`config.mk`:
```
export PLATFORM = sky130hd
export DESIGN_NAME = bank_prech_tracker
export DESIGN_NICKNAME = d
export VERILOG_FILES = /design/src/rtl/bpt_pkg.sv /design/src/rtl/bpt_bank.sv /design/src/rtl/bpt_bus.sv /design/src/rtl/bpt_decode.sv /design/src/rtl/bank_prech_tracker.sv
export SDC_FILE = /design/constraint.sdc
export NUM_CORES = 1
export LEC_CHECK = 0
export BUFFER_PORTS_ARGS = -buffer_cell sky130_fd_sc_hd__buf_2
export CAP_MARGIN = 20
export CORE_MARGIN = 2
export CORE_UTILIZATION = 30
export DETAILED_ROUTE_END_ITERATION = 6
export PLACE_DENSITY = 0.53
export SYNTH_ARGS = -nofsm -noshare
export SYNTH_HDL_FRONTEND = slang
export SYNTH_SLANG_ARGS = --single-unit
```
`constraint.sdc`:
```
create_clock -name clk_i -period 3.3 [get_ports clk_i]
set_clock_uncertainty 0.2 [all_clocks]
set_input_delay 0.165 -clock clk_i [delete_from_list [all_inputs] [get_ports clk_i]]
set_output_delay 0.165 -clock clk_i [all_outputs]
set_load 0.01 [all_outputs]
```
`src/rtl/bpt_pkg.sv`:
```
package bpt_pkg;
  typedef enum logic [2:0] {
    CMD_NOP = 3'd0,
    CMD_ACT = 3'd1,
    CMD_RD  = 3'd2,
    CMD_WR  = 3'd3,
    CMD_PRE = 3'd4,
    CMD_BST = 3'd5
  } cmd_e;

  typedef enum logic [1:0] {
    BK_IDLE   = 2'd0,
    BK_ACTIVE = 2'd1,
    BK_PRECH  = 2'd2
  } bank_st_e;
endpackage

```
`src/rtl/bpt_bank.sv`:
```
module bpt_bank
  import bpt_pkg::*;
#(
  parameter int T_RAS = 6,
  parameter int T_RP  = 3,
  localparam int RAS_W = $clog2(T_RAS + 1),
  localparam int RP_W  = $clog2(T_RP + 1)
) (
  input  logic clk_i,
  input  logic rst_ni,
  input  logic act_i,
  input  logic rw_i,
  input  logic rw_ap_i,
  input  logic pre_i,
  input  logic burst_hold_i,
  output logic act_ok_o,
  output logic rw_free_o,
  output logic pre_ok_o,
  output logic open_o,
  output logic ap_start_o
);
  bank_st_e          state_q;
  logic [RAS_W-1:0]  ras_q;
  logic [RP_W-1:0]   rp_q;
  logic              ap_pend_q;
  logic              ras_met, rp_done, ap_go;

  assign ras_met    = (ras_q == '0);
  assign rp_done    = (rp_q == '0);
  assign open_o     = (state_q == BK_ACTIVE);
  assign act_ok_o   = (state_q == BK_IDLE) || ((state_q == BK_PRECH) && rp_done);
  assign rw_free_o  = open_o && !ap_pend_q;
  assign pre_ok_o   = rw_free_o && ras_met;
  // earliest legal close: row time met and own burst at last beat
  assign ap_go      = open_o && ap_pend_q && ras_met && !burst_hold_i;
  assign ap_start_o = ap_go;

  always_ff @(posedge clk_i or negedge rst_ni) begin
    if (!rst_ni) begin
      state_q   <= BK_IDLE;
      ras_q     <= '0;
      rp_q      <= '0;
      ap_pend_q <= 1'b0;
    end else begin
      unique case (state_q)
        BK_IDLE: begin
          if (act_i) begin
            state_q   <= BK_ACTIVE;
            ras_q     <= RAS_W'(T_RAS - 1);
            ap_pend_q <= 1'b0;
          end
        end
        BK_PRECH: begin
          if (!rp_done) rp_q <= rp_q - RP_W'(1);
          if (act_i) begin
            state_q   <= BK_ACTIVE;
            ras_q     <= RAS_W'(T_RAS - 1);
            ap_pend_q <= 1'b0;
          end else if (rp_done) begin
            state_q <= BK_IDLE;
          end
        end
        BK_ACTIVE: begin
          if (!ras_met) ras_q <= ras_q - RAS_W'(1);
          if (ap_go || pre_i) begin
            state_q   <= BK_PRECH;
            rp_q      <= RP_W'(T_RP - 1);
            ap_pend_q <= 1'b0;
          end else if (rw_i) begin
            ap_pend_q <= rw_ap_i;
          end
        end
        default: state_q <= BK_IDLE;
      endcase
    end
  end
endmodule

```
`src/rtl/bpt_bus.sv`:
```
module bpt_bus #(
  parameter int BURST_LEN = 4,
  parameter int BA_W      = 2,
  localparam int CNT_W    = $clog2(BURST_LEN + 1)
) (
  input  logic            clk_i,
  input  logic            rst_ni,
  input  logic            start_i,
  input  logic [BA_W-1:0] start_bank_i,
  input  logic            start_ap_i,
  input  logic            start_rd_i,
  input  logic            cut_i,
  output logic            busy_o,
  output logic            tail_o,
  output logic [BA_W-1:0] owner_o,
  output logic            ap_lock_o,
  output logic            rd_plain_o,
  output logic            rd_ap_o
);
  logic [CNT_W-1:0] cnt_q;
  logic [BA_W-1:0]  owner_q;
  logic             ap_q, rd_q;

  always_ff @(posedge clk_i or negedge rst_ni) begin
    if (!rst_ni) begin
      cnt_q   <= '0;
      owner_q <= '0;
      ap_q    <= 1'b0;
      rd_q    <= 1'b0;
    end else if (start_i) begin
      cnt_q   <= CNT_W'(BURST_LEN);
      owner_q <= start_bank_i;
      ap_q    <= start_ap_i;
      rd_q    <= start_rd_i;
    end else if (cut_i) begin
      cnt_q <= '0;
    end else if (cnt_q != '0) begin
      cnt_q <= cnt_q - CNT_W'(1);
    end
  end

  assign busy_o     = (cnt_q != '0);
  // more than the last beat still to go
  assign tail_o     = (cnt_q > CNT_W'(1));
  assign owner_o    = owner_q;
  assign ap_lock_o  = ap_q && tail_o;
  assign rd_plain_o = busy_o && rd_q && !ap_q;
  assign rd_ap_o    = busy_o && rd_q && ap_q;
endmodule

```
`src/rtl/bpt_decode.sv`:
```
module bpt_decode
  import bpt_pkg::*;
#(
  parameter int NUM_BANKS = 4,
  localparam int BA_W     = $clog2(NUM_BANKS)
) (
  input  logic                 cmd_valid_i,
  input  cmd_e                 cmd_i,
  input  logic [BA_W-1:0]      ba_i,
  input  logic                 a10_i,
  input  logic [NUM_BANKS-1:0] act_ok_i,
  input  logic [NUM_BANKS-1:0] rw_free_i,
  input  logic [NUM_BANKS-1:0] pre_ok_i,
  input  logic [NUM_BANKS-1:0] open_i,
  input  logic                 ap_lock_i,
  input  logic                 rd_plain_i,
  input  logic                 rd_ap_i,
  output logic [NUM_BANKS-1:0] act_o,
  output logic [NUM_BANKS-1:0] rw_o,
  output logic [NUM_BANKS-1:0] pre_o,
  output logic                 bus_start_o,
  output logic                 bus_rd_o,
  output logic                 cut_o,
  output logic                 err_o
);
  logic all_ok;
  assign all_ok = &(~open_i | pre_ok_i);

  always_comb begin
    act_o       = '0;
    rw_o        = '0;
    pre_o       = '0;
    bus_start_o = 1'b0;
    bus_rd_o    = 1'b0;
    cut_o       = 1'b0;
    err_o       = 1'b0;
    if (cmd_valid_i) begin
      unique case (cmd_i)
        CMD_ACT: begin
          if (act_ok_i[ba_i]) act_o[ba_i] = 1'b1;
          else                err_o       = 1'b1;
        end
        CMD_RD, CMD_WR: begin
          if (rw_free_i[ba_i] && !ap_lock_i) begin
            rw_o[ba_i]  = 1'b1;
            bus_start_o = 1'b1;
            bus_rd_o    = (cmd_i == CMD_RD);
          end else begin
            err_o = 1'b1;
          end
        end
        CMD_PRE: begin
          if (a10_i) begin
            if (all_ok) pre_o = open_i;
            else        err_o = 1'b1;
          end else if (open_i[ba_i]) begin
            if (pre_ok_i[ba_i]) pre_o[ba_i] = 1'b1;
            else                err_o       = 1'b1;
          end
        end
        CMD_BST: begin
          if (rd_ap_i)         err_o = 1'b1;
          else if (rd_plain_i) cut_o = 1'b1;
        end
        default: ;
      endcase
    end
  end
endmodule

```
`src/rtl/bank_prech_tracker.sv`:
```
module bank_prech_tracker
  import bpt_pkg::*;
#(
  parameter int NUM_BANKS = 4,
  parameter int T_RAS     = 6,
  parameter int T_RP      = 3,
  parameter int BURST_LEN = 4,
  localparam int BA_W     = $clog2(NUM_BANKS)
) (
  input  logic                 clk_i,
  input  logic                 rst_ni,
  input  logic                 cmd_valid_i,
  input  logic [2:0]           cmd_i,
  input  logic [BA_W-1:0]      ba_i,
  input  logic                 a10_i,
  output logic [NUM_BANKS-1:0] rw_ok_o,
  output logic [NUM_BANKS-1:0] idle_o,
  output logic [NUM_BANKS-1:0] ap_start_o,
  output logic                 burst_busy_o,
  output logic                 err_o
);
  logic [NUM_BANKS-1:0] act_ok, rw_free, pre_ok, open_b, hold;
  logic [NUM_BANKS-1:0] do_act, do_rw, do_pre;
  logic                 bus_start, bus_rd, cut, err_d, err_q;
  logic                 bus_tail, ap_lock, rd_plain, rd_ap;
  logic [BA_W-1:0]      owner;

  bpt_decode #(.NUM_BANKS(NUM_BANKS)) u_dec (
    .cmd_valid_i (cmd_valid_i),
    .cmd_i       (cmd_e'(cmd_i)),
    .ba_i        (ba_i),
    .a10_i       (a10_i),
    .act_ok_i    (act_ok),
    .rw_free_i   (rw_free),
    .pre_ok_i    (pre_ok),
    .open_i      (open_b),
    .ap_lock_i   (ap_lock),
    .rd_plain_i  (rd_plain),
    .rd_ap_i     (rd_ap),
    .act_o       (do_act),
    .rw_o        (do_rw),
    .pre_o       (do_pre),
    .bus_start_o (bus_start),
    .bus_rd_o    (bus_rd),
    .cut_o       (cut),
    .err_o       (err_d)
  );

  bpt_bus #(.BURST_LEN(BURST_LEN), .BA_W(BA_W)) u_bus (
    .clk_i        (clk_i),
    .rst_ni       (rst_ni),
    .start_i      (bus_start),
    .start_bank_i (ba_i),
    .start_ap_i   (a10_i),
    .start_rd_i   (bus_rd),
    .cut_i        (cut),
    .busy_o       (burst_busy_o),
    .tail_o       (bus_tail),
    .owner_o      (owner),
    .ap_lock_o    (ap_lock),
    .rd_plain_o   (rd_plain),
    .rd_ap_o      (rd_ap)
  );

  for (genvar b = 0; b < NUM_BANKS; b++) begin : g_bank
    assign hold[b] = bus_tail && (owner == BA_W'(b));

    bpt_bank #(.T_RAS(T_RAS), .T_RP(T_RP)) u_bank (
      .clk_i        (clk_i),
      .rst_ni       (rst_ni),
      .act_i        (do_act[b]),
      .rw_i         (do_rw[b]),
      .rw_ap_i      (a10_i),
      .pre_i        (do_pre[b]),
      .burst_hold_i (hold[b]),
      .act_ok_o     (act_ok[b]),
      .rw_free_o    (rw_free[b]),
      .pre_ok_o     (pre_ok[b]),
      .open_o       (open_b[b]),
      .ap_start_o   (ap_start_o[b])
    );
  end

  always_ff @(posedge clk_i or negedge rst_ni) begin
    if (!rst_ni) err_q <= 1'b0;
    else         err_q <= err_d;
  end

  assign err_o   = err_q;
  assign idle_o  = act_ok;
  assign rw_ok_o = rw_free & ~{NUM_BANKS{ap_lock}};
endmodule

```
# Word-level counts from Yosys, hierarchy flattened
# Cells that the tools add are included.
# totals
regBits,40
output_inout_bits,14
# classes
add_sub_neg,9
order_cmp,3
n_eq_ne,44
mux,100
n_bitwise,4
reduce_logical,97
# op_table
operator,count
$mux 4,12
$reduce_and 3->1,16
$mux 2,20
$mux 1,35
$logic_and 1x1->1,34
$mux 3,11
$ne 2x2->1 const B,16
$pmux 2 s3,4
$pmux 3 s2,4
$logic_not 2->1,9
$pmux 2 s2,4
$reduce_bool 2->1,8
$sub 3x1->3 const B,5
$eq 2x2->1 const B,6
$logic_not 3->1,4
$ne 3x2->1 const B,4
$ne 3x3->1 const B,4
$eq 2x1->1 const B,5
$logic_not 1->1,10
$reduce_or 2->1,5
$bmux 1 s2,4
$logic_or 1x1->1,8
$ne 2x1->1 const B,4
$not 4->4,2
other kinds (14),23

# Logic depth before layout (Yosys ltp)
# Gate-level depths: netlist of run 1.
# depth
ltp_word,13
mapped_depth,9
depth_no_buf,8

# Modules after synthesis
# A second synthesis of run 1 with hierarchy kept.
# unflattened
hier_cells,332
hier_area_um2,3057.9
# by_module_without_submodules
module,instances,cells_each,area_per_inst_um2,seq_area_each_um2
bpt_bank,4,57,536.8,200.2
bpt_decode,1,63,420.4,0.0
bpt_bus,1,32,402.9,175.2
bank_prech_tracker,1,9,87.6,25.0

# Worst setup path after synthesis of run 1
# Ideal clock, no wire load.
# synth_timing
path_kind,register to register
from,reg g_bank[1].u_bank.rp_q[0]
to,reg g_bank[1].u_bank.ap_pend_q
setup_time_ps,122
t_arrival_ps,1969
required_time_ps,2978
path_slack_ps,1010
stages_incl_launch_ff,10
n_path_buf,1
period_less_slack_ps,2290
path_cell_list,dfrtp_1 -> inv_1 -> ha_1 -> nor2b_1 -> o31ai_1 -> o21ai_0 -> or4_1 -> buf_2 -> mux2_2 -> a32o_1
# synth_between
elab_chain_len,10
# synth_rtl
item,line,text
from (decl),bpt_bank.sv:24,logic [RP_W-1:0] rp_q;
from (signal assigned),bpt_bank.sv:54,if (!rp_done) rp_q <= rp_q - RP_W'(1);
from (signal assigned),bpt_bank.sv:67,rp_q <= RP_W'(T_RP - 1);
$logic_not 2->1,bpt_bank.sv:29,assign rp_done = (rp_q == '0);
$logic_and 1x1->1,bpt_bank.sv:31,assign act_ok_o = (state_q == BK_IDLE) || ((state_q == BK_PRECH) && rp_done);
$logic_or 1x1->1,bpt_bank.sv:31,
$bmux 1 s2,bpt_decode.sv:40,if (act_ok_i[ba_i]) act_o[ba_i] = 1'b1;
$mux 1 (implied by the code),bpt_decode.sv:40,
$mux 4,bpt_decode.sv:40,
$mux 4,bpt_decode.sv:38,unique case (cmd_i)
$mux 4,bpt_decode.sv:37,if (cmd_valid_i) begin
$ne 2x1->1 (no source line),--,
$reduce_and 3->1 (no source line),--,
to (signal assigned),bpt_bank.sv:70,ap_pend_q <= rw_ap_i;
to (decl),bpt_bank.sv:25,logic ap_pend_q;
# Every way passes these cells. The select of a mux whose other input is x is not followed.
# A chain may end at the register's enable or synchronous reset.

# Worst setup path after layout of run 1
# layout_timing
from,reg u_bus.cnt_q[1]
to,reg err_q (netlist: err_o)
# layout_between
elab_chain_len,7
word_cells_on_any_way,11
classes_between,1 x order compare; 4 x mux; 6 x reduce/logical
# layout_rtl
item,line,text
from (decl),bpt_bus.sv:20,logic [CNT_W-1:0] cnt_q;
from (signal assigned),bpt_bus.sv:31,cnt_q <= CNT_W'(BURST_LEN);
from (signal assigned),bpt_bus.sv:38,cnt_q <= cnt_q - CNT_W'(1);
$gt 3x1->1,bpt_bus.sv:44,assign tail_o = (cnt_q > CNT_W'(1));
$logic_and 1x1->1,bpt_bus.sv:46,assign ap_lock_o = ap_q && tail_o;
$logic_not 1->1,bpt_decode.sv:44,if (rw_free_i[ba_i] && !ap_lock_i) begin
$logic_and 1x1->1,bpt_decode.sv:44,
$mux 1,bpt_decode.sv:44,
$pmux 1 s4 (*),bpt_decode.sv:38,
$mux 1 (*),bpt_decode.sv:37,
named net err_d,bank_prech_tracker.sv:24,"logic bus_start, bus_rd, cut, err_d, err_q;"
to (signal assigned),bank_prech_tracker.sv:86,else err_q <= err_d;
to (decl),bank_prech_tracker.sv:24,
# Mark *: on every way through the listed nets, which the timed path passes. The rest lies on a longest branch.

==> impl_metrics.py, run 1 <==
metrics = {
    "logic_synthesis": {
        "synth_edf_count": 0,
        "post_synth_inst_count": 309,
        "synth_cell_types": 52,
        "synthArstFlopShare_pct": 100,
        "syn_nets": 333,
        "syn_area_per_cell_sq_um": 8.64,
        "yosys_register_bits": 40,
        "seq_area_frac_synth_pct": 37.5,
        "synthFlopType": "dfrtp_1",
        "syn-cell-area_sq_mm": 0.00267,
        "yosysWarningCount": 0,
    },
    "flow_run": {
        "cap_viol_max_count": 0,
    },
    "routing": {
        "dr_total_vias": 2230,
        "wl_per_cell_microns": 14.9,
        "viasPerCell": 5.13,
        "dr_wl_met3_microns": 265,
        "top_layer": "met4",
        "drt_drc_violations_left": 0,
        "drt_iter0_drc": 270,
        "first_pass_iters": 4,
        "wl_mm": 6.50,
        "ant_nets": 0,
        "met1_length_mm": 3.18,
        "wl_met2_mm": 2.97,
    },
    "sta": {
        "relSlewSlack_pct": 36.4,
        "holdWs_ns": 0.0696,
        "rsz0062_at_grt": "no",
        "fin_crit_ns": 2.80,
        "fin_crit_sh_pct": 84.9,
        "tightestPinTransition_ns": 0.954,
        "finalHoldViolCount": 0,
        "max_freq_mhz": 357,
        "setup_viol": 0,
        "setup-tns-final_ns": 0,
        "maxSlewViolCount": 0,
    },
    "cts": {
        "cts.clk_slew.worst_paths_ns": 0.08,
        "numCtsBuffers": 5,
        "clock-sinks": 40,
        "cts_tree": "built",
        "h-tree-depth": 2,
        "cts_setup_buffers": 0,
        "cts_root_buf": "clkbuf_8",
        "clock_path_buffers": 2,
        "clock_latency_ns": 0.30,
    },
    "critical_path": {
        "worstSetupPathType": "flop to flop",
        "path_cells": "inv_1 > ha_1 > o21ba_2 > o21a_1 > nor3_1 > nor2_1 > nor4_1 > a211oi_1 > dlygate4sd3_1",
        "endpoint_kind": "flop",
        "required_ns": 3.28,
        "slowest_delay_ns": 0.56,
        "arrival_ns": 2.78,
        "worst-path-max-fanout": 5,
        "cp_top_family": "simple AND/OR/NAND/NOR gates",
        "cp-start-kind": "flop",
        "rrSetupSlack_ns": 0.50,
        "crit_slowest_cell": "dlygate4sd3_1",
        "cp_num_buf_inv": 2,
    },
    "floorplan": {
        "rows": 34,
        "die_w_microns": 98.3,
        "core_area_sq_mm": 0.00868,
        "die_h_microns": 98.3,
        "die_area_sq_mm": 0.00967,
        "start_util_pct": 30.8,
        "io_pins": 23,
    },
    "grt": {
        "grt_use_total_pct": 14.0,
        "grt_pass1_vias": 2148,
        "grt_pass1_wl_mm": 10.8,
        "grt_max_degree": 41,
        "grt_overflow": 0,
        "antenna_found_initial": 0,
    },
    "placement": {
        "io_buffers": 22,
        "place.gp.congestion": 0.910,
        "dp.final_hpwl_mm": 4.87,
    },
    "power_and_ir_drop": {
        "power_density_mw_per_mm2": 737,
        "irDropWorstVdd_mv": 0.400,
        "total_leakage_power_nw": 1.34,
    },
    "final_layout": {
        "area_growth_syn_to_layout_pct": 10.7,
        "nNetsFinal": 350,
        "drive_above_1_share_pct": 12.5,
        "diodes": 0,
    },
    "status": {
        "status": "finished, final reports clean",
    },
    "worst_hold_path": {
        "hold_class": "input port to flop",
    },
}
## cell usage in the layout (no fill, tap or decap), drive strengths merged, types with 3 or more instances in the layout
cell / instances
or3: 5
nor3: 14
or4: 7
and2: 3
a32o: 3
mux2i: 4
nor2: 22
nor2b: 13
or2: 3
o31ai: 4
a21oi: 15
o21ai: 15
nand4: 3
o22ai: 3
a21boi: 4
dfrtp: 40
nor4: 5
dlygate4sd3: 4
nand2b: 9
nand3: 6
inv: 28
nor3b: 8
o21a: 4
clkbuf: 6
nand2: 28
ha: 15
buf: 23
## worst reg2reg max path, cell delays in order (launching register included)
cell and delay [ns]:
dfrtp_1 0.41, inv_1 0.11, ha_1 0.14, o21ba_2 0.16, o21a_1 0.26, nor3_1 0.41
nor2_1 0.11, nor4_1 0.25, a211oi_1 0.08, dlygate4sd3_1 0.56
## cells by family (layout without fill, tap and decap cells)
family,Yosys count,count (layout),share of synthesized area (%)
fa+ha+maj,15,15,7.03
xor+xnor,2,2,0.656
simple gates,133,133,27.3
buf+inv,45,63,7.69
mux,6,6,2.34
compound gates,68,68,17.5
flops,40,40,37.5
## where the power goes
group | internal [W] | switching, W
logic | 0.000416 | 0.000534
registers | 0.000684 | 0.000194
clock network | 0.000167 | 0.000180
## sequential cells by signal (all words and copies together) (netlist names)
| name | flops |
|---|---|
| u_bus.rd_q | 1 |
| g_bank.u_bank.rp_q | 8 |
| g_bank.u_bank.state_q | 8 |
| g_bank.u_bank.ap_pend_q | 4 |
| g_bank.u_bank.ras_q | 12 |
| u_bus.ap_q | 1 |
| u_bus.cnt_q | 3 |
| err_o | 1 |
| u_bus.owner_o | 2 |
## final timing paths
check	from	endpoint	cells past startpoint
setup / recovery	u_bus.cnt_q[1]$_DFFE_PN0P_	err_o$_DFF_PN0_	9
hold / removal	a10_i	g_bank[2].u_bank.ap_pend_q$_DFFE_PN0P_	3
setup reg to reg	u_bus.cnt_q[1]$_DFFE_PN0P_	err_o$_DFF_PN0_	9
hold reg to reg	g_bank[1].u_bank.rp_q[0]$_DFFE_PN0P_	g_bank[1].u_bank.rp_q[0]$_DFFE_PN0P_	1
max in group asynchronous	rst_ni	g_bank[0].u_bank.state_q[1]$_DFFE_PN0P_	2
min in group asynchronous	rst_ni	g_bank[3].u_bank.rp_q[0]$_DFFE_PN0P_	2
## Yosys cell counts, types with 3 or more instances
cell      number  share of area, %
inv_1         27               3.8
or3_1          5               1.2
buf_2          5              0.94
o22ai_1        3              0.70
nand3_1        6               1.1
ha_1          15               7.0
nor4_1         5               1.2
dfrtp_1       40                38
a21boi_0       4               1.1
or2_2          3              0.70
or4_1          5               1.4
buf_4          8               2.3
and2_1         3              0.70
nand2b_1       9               2.1
o31ai_1        4               1.1
a21oi_1       15               2.8
mux2i_1        4               1.5
nor2_1        22               3.1
clkbuf_1       3              0.42
nor3_1        14               2.6
nor2b_1       13               3.0
nor3b_1        8               2.3
o21ai_0       15               2.8
o21a_1         4               1.1
nand2_1       28               3.9
nand4_1        3              0.70
a32o_1         3               1.1
## metrics by stage
step / worst slack [ns] / util, % / total power (W) / cells / instance area, sq um
2_1_floorplan: 1.01 / - / 0.00159 / 309 / 2670
3_3_place_gp: 0.649 / 32.5 / 0.00181 / 423 / 2820
3_5_place_dp: 0.636 / 32.5 / 0.00184 / 423 / 2820
4_1_cts: 0.522 / 34.0 / 0.00220 / 435 / 2950
5_1_grt: 0.291 / 34.0 / 0.00240 / 435 / 2950
6_report: 0.499 / 34.0 / 0.00218 / 435 / 2950
## routing by layer
metal	global-route usage (%)	vias to the layer above
met5	0	-
met4	4.11	0
met3	2.79	4
met2	21.5	47
met1	20.0	1051
li1	-	1128
## area by class of cell
type / instances / area, sq um
clock buffers: 6 / 82.6
clock inverters: 2 / 10.0
fillers: 951 / 5720
inverters: 28 / 105
multi-input cells: 224 / 1460
flip-flops and latches: 40 / 1000
well taps: 108 / 135
repair buffers: 27 / 158
## timing repair
action	in CTS	in global routing
setup endpoints to repair	0	0
endpoints found under the hold margin	42	0
gates resized for setup	0	0
hold buffers	4	0
(Power assumes the default switching activity.)
==> run 2: changes to the inputs <==
- ABC_AREA: not set -> 1
- clock period: 3.3 -> 2.79 ns (I/O delays scaled with it)
==> run 2 against run 1 <==
Non-clock buffer count is the same; synthesized cell count grew 27%; utilization is 0.26 points higher; area after synthesis up 5.0%; via count up 8.9%; sequential share of layout area shrank 2.0 points.
==> impl_metrics.py, run 2 <==
metrics = {
    "status": {
        "status": "finished, final reports clean",
    },
    "logic_synthesis": {
        "synth_area_leaders": "dfrtp_1 (36%), nand2_1 (13%), inv_1 (9.6%)",
        "synthMuxAreaShare_pct": 0,
        "seq_area_frac_synth_pct": 35.7,
        "yosys_register_bits": 40,
        "yosysWarningCount": 0,
        "synthTopCellsByCount": "nand2_1 (99), inv_1 (72), dfrtp_1 (40)",
        "synth_cell_types": 28,
        "synth-compound-area-share_pct": 10.0,
        "syn_area_per_cell_sq_um": 7.13,
        "synthArstFlopShare_pct": 100,
        "synth_edf_count": 0,
        "yosys.area_share.xor_xnor_pct": 0.313,
        "yosys.area.top_type": "dfrtp_1",
        "synth_adder_area_share_pct": 6.70,
        "syn-cell-area_sq_mm": 0.00280,
        "netlist.area_leader.share_pct": 35.7,
        "syn_nets": 417,
        "synth_top_family_by_area": "simple AND/OR/NAND/NOR gates",
        "post_synth_inst_count": 393,
        "synthFlopType": "dfrtp_1",
        "synth_simple_gate_area_share_pct": 34.4,
        "yosysMostFrequentCell": "nand2_1",
    },
    "sta": {
        "max_freq_mhz": 435,
        "fin_crit_ns": 2.30,
        "maxSlewViolCount": 0,
        "tightestPinTransition_ns": 0.549,
        "fin_crit_sh_pct": 82.4,
        "relSlewSlack_pct": 63.2,
        "setup_viol": 0,
        "finalHoldViolCount": 0,
        "setup-tns-final_ns": 0,
        "rsz0062_at_grt": "no",
    },
    "critical_path": {
        "reg2regPathDepth": 11,
        "slowest_delay_ns": 0.37,
        "worst-path-max-fanout": 5,
        "endpoint": "g_bank[0].u_bank.rp_q[0]$_DFFE_PN0P_",
        "cp-start-kind": "flop",
        "required_ns": 2.78,
        "cpMostUsedCell": "nand2_1",
        "endpoint_kind": "flop",
        "worstSetupPathType": "flop to flop",
        "arrival_ns": 2.28,
        "path_cells": "inv_1 > ha_1 > nand2_1 > o21ai_0 > nand2_1 > o21ai_2 > nand3_1 > nand2_1 > nand3_1 > nand2_1 > o21ai_1",
        "timing.rr.end": "g_bank[0].u_bank.rp_q[0]$_DFFE_PN0P_",
        "crit_slowest_cell": "dfrtp_1",
        "rrSetupSlack_ns": 0.49,
        "timing.rr.start": "g_bank[0].u_bank.ras_q[0]$_DFFE_PN0P_",
        "cp-startpoint": "g_bank[0].u_bank.ras_q[0]$_DFFE_PN0P_",
    },
    "routing": {
        "wl_mm": 6.27,
        "first_pass_iters": 4,
        "wl_per_cell_microns": 11.8,
        "dr_total_vias": 2428,
        "drt_drc_violations_left": 0,
        "ant_nets": 0,
        "viasPerCell": 4.58,
        "drt_iter0_drc": 111,
    },
    "cts": {
        "clock-sinks": 40,
        "numCtsBuffers": 5,
        "cts_setup_buffers": 0,
        "cts_resized": 0,
        "clock_latency_ns": 0.30,
        "cts_tree": "built",
        "cts_root_buf": "clkbuf_8",
        "h-tree-depth": 2,
        "cts.clk_slew.worst_paths_ns": 0.08,
        "clock_path_buffers": 2,
        "hold_buffers": 4,
    },
    "grt": {
        "grt_max_degree": 41,
        "grt_overflow": 0,
        "antenna_found_initial": 0,
        "grt_pass1_wl_mm": 10.4,
        "grt_use_total_pct": 13.0,
        "grt_pass1_vias": 2249,
    },
    "power_and_ir_drop": {
        "swShare_pct": 45.2,
        "intPower_w": 0.00152,
        "power_density_mw_per_mm2": 882,
        "pwr-share-seq_pct": 34.7,
        "netSwitchingPower_w": 0.00125,
        "p_clk_share_pct": 15.0,
        "irDropWorstVdd_mv": 0.350,
        "total_leakage_power_nw": 1.69,
        "combPwrFrac_pct": 50.3,
    },
    "floorplan": {
        "core_area_sq_mm": 0.00915,
        "die_h_microns": 101,
        "die_area_sq_mm": 0.0101,
        "start_util_pct": 30.6,
        "rows": 35,
        "io_pins": 23,
        "die_w_microns": 101,
    },
    "flow_run": {
        "cap_viol_max_count": 0,
    },
    "final_layout": {
        "top_register": "g_bank.u_bank.ras_q",
        "fin_util_pct": 34.3,
        "diodes": 0,
        "layout_common_cells": "nand2_1 (99), inv_1 (72), dfrtp_1 (40)",
        "reg_top3": "g_bank.u_bank.ras_q (12), g_bank.u_bank.rp_q (8), g_bank.u_bank.state_q (8)",
        "nNetsFinal": 442,
        "drive_above_1_share_pct": 17.2,
        "largest_reg_flops": 12,
        "mostFrequentLayoutCell": "nand2_1",
        "area_growth_syn_to_layout_pct": 12.0,
        "stdcell_count": 530,
    },
    "placement": {
        "io_buffers": 22,
        "dpl.cell_count": 517,
        "dp.final_hpwl_mm": 4.81,
        "place.gp.congestion": 0.843,
    },
    "worst_hold_path": {
        "hold_class": "input port to asynchronous set/reset pin",
    },
}
[run 2: final cells by class]
type / instances / area, sq um
Clock buffer: 6 / 82.6
Clock inverter: 2 / 10.0
Fill cell: 984 / 6010
Inverter: 79 / 297
Multi-Input combinational cell: 265 / 1440
Sequential cell: 40 / 1000
Tap cell: 111 / 139
Timing Repair Buffer: 27 / 170
[run 2: worst max-delay path: cells and delay by family (launching register included)]
family                   cells  cell delay [ns]
adder cells (fa/ha/maj)      1             0.18
buffers and inverters        1             0.11
AND/OR/NAND/NOR              6             0.74
flip-flops                   1             0.37
AO/OA/AOI/OAI                3             0.57
[run 2: worst min path at each step]
stage	startpoint	end	slack, ns
after floorplan	rst_ni	err_o$_DFF_PN0_	-0.36
after global placement	rst_ni	g_bank[1].u_bank.ras_q[0]$_DFFE_PN0P_	0.15
after detailed placement	rst_ni	g_bank[1].u_bank.ras_q[0]$_DFFE_PN0P_	0.16
after CTS	ba_i[1]	g_bank[1].u_bank.state_q[0]$_DFFE_PN0P_	0.04
after global routing	rst_ni	g_bank[1].u_bank.ras_q[0]$_DFFE_PN0P_	0.04
final	rst_ni	g_bank[1].u_bank.ras_q[0]$_DFFE_PN0P_	0.03
[run 2: power by group through the flow]
stage / sequential [W] / clock [W] / combinational (W)
2_1_floorplan: 0.000942 / 0 / 0.00112
3_3_place_gp: 0.000965 / 0 / 0.00137
3_5_place_dp: 0.000971 / 0 / 0.00141
4_1_cts: 0.000959 / 0.000429 / 0.00142
5_1_grt: 0.000988 / 0.000452 / 0.00162
6_report: 0.000960 / 0.000416 / 0.00139
[run 2: cells by family after synthesis]
| logic type | after synthesis |
|---|---|
| and+or+nand+nor | 201 |
| adders and majority gates | 15 |
| xor gates and xnor gates | 1 |
| DFF | 40 |
| AOI/OAI and AO/OA | 48 |
| buffers and inverters | 88 |
[run 2: layer usage]
metal / global-route usage (%) / up-vias / part of all wire (%)
met5: 0 / - / 0
met3: 2.77 / 2 / 3.6
met4: 3.06 / 0 / 0.59
li1: - / 1272 / -
met2: 20.7 / 41 / 44
met1: 17.9 / 1113 / 52
[run 2: per-stage QoR]
| stage | instance area [sq um] | total power, W | hold slack (ns) | worst slack (ns) |
|---|---|---|---|---|
| final | 3140 | 0.00277 | 0.0274 | 0.492 |
| after global routing | 3140 | 0.00306 | 0.0417 | 0.287 |
| after CTS | 3120 | 0.00280 | 0.0383 | 0.483 |
| after detailed placement | 2990 | 0.00238 | 0.161 | 0.499 |
| after global placement | 2990 | 0.00234 | 0.153 | 0.537 |
| after floorplan | 2800 | 0.00206 | -0.356 | 0.961 |
==> run 3: changes to the inputs <==
- ABC_AREA: 1 -> 0
- PLACE_DENSITY: 0.53 -> 0.54
- clock period: 2.79 -> 2 ns (I/O delays scaled with it)
==> run 3 against run 2 <==
The flow now finishes with violations (negative setup slack); via count increased by 17%; worst hold slack better by 0.052 ns; final area is 54% higher; cell count increased by 6.8%; global-route usage up 4.4 points; flip-flop and latch count did not move; combinational power grew to 2.8 times the previous value; highest routed layer unchanged; largest cell class unchanged; worst setup slack got worse by 0.93 ns; sequential power is 54% higher; power rose by 110%; utilization rose by 22 points; non-clock buffer count increased by 131.
==> impl_metrics.py, run 3 (synthesis gave the netlist of run 1 again) <==
metrics = {
    "status": {
        "status": "finished with violations",
        "violations": "negative setup slack",
    },
    "final_layout": {
        "final_area_sq_mm": 0.00484,
        "multiInputGateArea_sq_mm": 0.00223,
        "nNetsFinal": 481,
        "nFillCells": 769,
        "largest_reg_flops": 12,
        "mostFrequentLayoutCell": "buf_4",
        "area_growth_syn_to_layout_pct": 81.5,
        "seqCellArea_sq_mm": 0.00101,
        "top_register": "g_bank.u_bank.ras_q",
        "diodes": 0,
        "reg_top3": "g_bank.u_bank.ras_q (12), g_bank.u_bank.rp_q (8), g_bank.u_bank.state_q (8)",
        "drive_above_1_share_pct": 63.5,
        "layout_common_cells": "buf_4 (108), dfrtp_1 (32), buf_6 (24)",
    },
    "floorplan": {
        "io_pins": 23,
        "die_h_microns": 98.3,
        "die_w_microns": 98.3,
        "die_area_sq_mm": 0.00967,
        "core_area_sq_mm": 0.00868,
        "start_util_pct": 30.8,
        "rows": 34,
    },
    "power_and_ir_drop": {
        "intPower_w": 0.00358,
        "p_clk_share_pct": 9.9,
        "netSwitchingPower_w": 0.00237,
        "total_leakage_power_nw": 2.18,
        "irDropWorstVdd_mv": 0.651,
        "power_density_mw_per_mm2": 1230,
        "swShare_pct": 39.8,
        "combPwrFrac_pct": 65.2,
        "pwr-share-seq_pct": 24.9,
    },
    "critical_path": {
        "required_ns": 1.99,
        "reg2regPathDepth": 8,
        "endpoint_kind": "flop",
        "arrival_ns": 2.43,
        "endpoint": "g_bank[1].u_bank.ap_pend_q$_DFFE_PN0P_",
        "cp-start-kind": "flop",
        "cp-startpoint": "g_bank[1].u_bank.rp_q[1]$_DFFE_PN0P_",
        "timing.rr.start": "g_bank[1].u_bank.rp_q[1]$_DFFE_PN0P_",
        "worstSetupPathType": "flop to flop",
        "rrSetupSlack_ns": -0.44,
        "timing.rr.end": "g_bank[1].u_bank.ap_pend_q$_DFFE_PN0P_",
        "worst-path-max-fanout": 3,
    },
    "routing": {
        "drt_iter0_drc": 107,
        "wl_per_cell_microns": 15.1,
        "ant_nets": 0,
        "viasPerCell": 5.01,
        "first_pass_iters": 4,
        "dr_total_vias": 2838,
        "drt_drc_violations_left": 0,
        "wl_mm": 8.54,
    },
    "worst_hold_path": {
        "hold_class": "input port to flop",
        "hp-start": "a10_i",
    },
    "placement": {
        "pre_cts_slack_ns": -0.394,
        "place_area_sq_mm": 0.00369,
        "dp.final_hpwl_mm": 5.70,
        "place.gp.congestion": 0.837,
        "io_buffers": 22,
    },
    "grt": {
        "gr-usage-met3_pct": 2.51,
        "grt.busiest_layer": "met2",
        "grt_overflow": 0,
        "grt_max_degree": 41,
        "antenna_found_initial": 0,
        "gr-usage-met1_pct": 23.4,
        "grt_pass1_vias": 2901,
        "grtUsageMet2_pct": 30.4,
        "grt_use_total_pct": 17.4,
        "grt_pass1_wl_mm": 13.8,
    },
    "sta": {
        "fin_crit_sh_pct": 122,
        "finalHoldViolCount": 0,
        "rsz0062_at_grt": "yes",
        "maxSlewViolCount": 0,
        "max_freq_mhz": 410,
        "relSlewSlack_pct": 67.7,
        "timing.final.ws_setup_ns": -0.437,
        "fin_crit_ns": 2.44,
        "tightestPinTransition_ns": 0.481,
        "setup_viol": 42,
    },
    "flow_run": {
        "cap_viol_max_count": 0,
    },
    "cts": {
        "h-tree-depth": 2,
        "clock_latency_ns": 0.30,
        "numCtsBuffers": 5,
        "cts_root_buf": "clkbuf_8",
        "clock_path_buffers": 2,
        "cts.clk_slew.worst_paths_ns": 0.09,
        "clock-sinks": 40,
        "cts_tree": "built",
    },
}
==> run 3: how the worst min path moves through the flow <==
stage | endpoint | cells after the start
after floorplan | err_o$_DFF_PN0_ | 0
after global placement | u_bus.cnt_q[1]$_DFFE_PN0P_ | 2
after detailed placement | u_bus.cnt_q[1]$_DFFE_PN0P_ | 2
after CTS | g_bank[2].u_bank.ap_pend_q$_DFFE_PN0P_ | 3
after global routing | g_bank[2].u_bank.ap_pend_q$_DFFE_PN0P_ | 3
final | g_bank[2].u_bank.ap_pend_q$_DFFE_PN0P_ | 3
==> run 3: metrics by stage <==
stage | hold WS, ns | utilization [%] | setup TNS [ns] | std cells | total power [W]
detailed placement | -0.102 | 42.6 | -7.47 | 524 | 0.00396
floorplan | -0.396 | - | -1.66 | 309 | 0.00276
global placement | -0.105 | 42.6 | -6.48 | 524 | 0.00389
CTS | 0.0300 | 50.2 | -6.52 | 557 | 0.00525
global route | 0.102 | 55.8 | -10.50 | 566 | 0.00639
finish | 0.0793 | 55.8 | -7.32 | 566 | 0.00595
==> run 3: cell type report <==
class	count	area share [%]
flip-flops and latches	40	20.9
clock inverters	2	0.207
repair buffers	158	26.2
multi-input cells	224	46.0
clock buffers	6	1.70
well taps	108	2.79
inverters	28	2.17
==> run 3: layer usage <==
layer  wire length [microns]  share of wire, %
met2                    4390                51
met5                       0                 0
met3                     255               3.0
met4                      42              0.49
met1                    3860                45
==> run 3: power by group through the flow <==
stage | clock network [W] | registers [W] | logic, W
floorplan | 0 | 0.00137 | 0.00139
CTS | 0.000600 | 0.00144 | 0.00321
detailed placement | 0 | 0.00140 | 0.00257
global route | 0.000637 | 0.00152 | 0.00423
global placement | 0 | 0.00138 | 0.00251
finish | 0.000589 | 0.00148 | 0.00388
==> run 3: worst max-delay path, stage by stage (launching register included) <==
cell and delay [ns]:
dfrtp_1 0.40, inv_2 0.08, ha_4 0.15, nor2b_4 0.05
o31ai_4 0.28, o21ai_1 0.12, or4_4 0.57, mux2_4 0.27
a32o_1 0.22
==> run 3: timing repair <==
action / 4_1_cts / 5_1_grt
endpoints found under the setup margin: 45 / 48
hold endpoints to repair: 42 / 0
hold buffers: 4 / 0
cloned: 0 / 0
resized for setup: 88 / 96
pin swaps: 43 / 36
setup buffers: 30 / 20
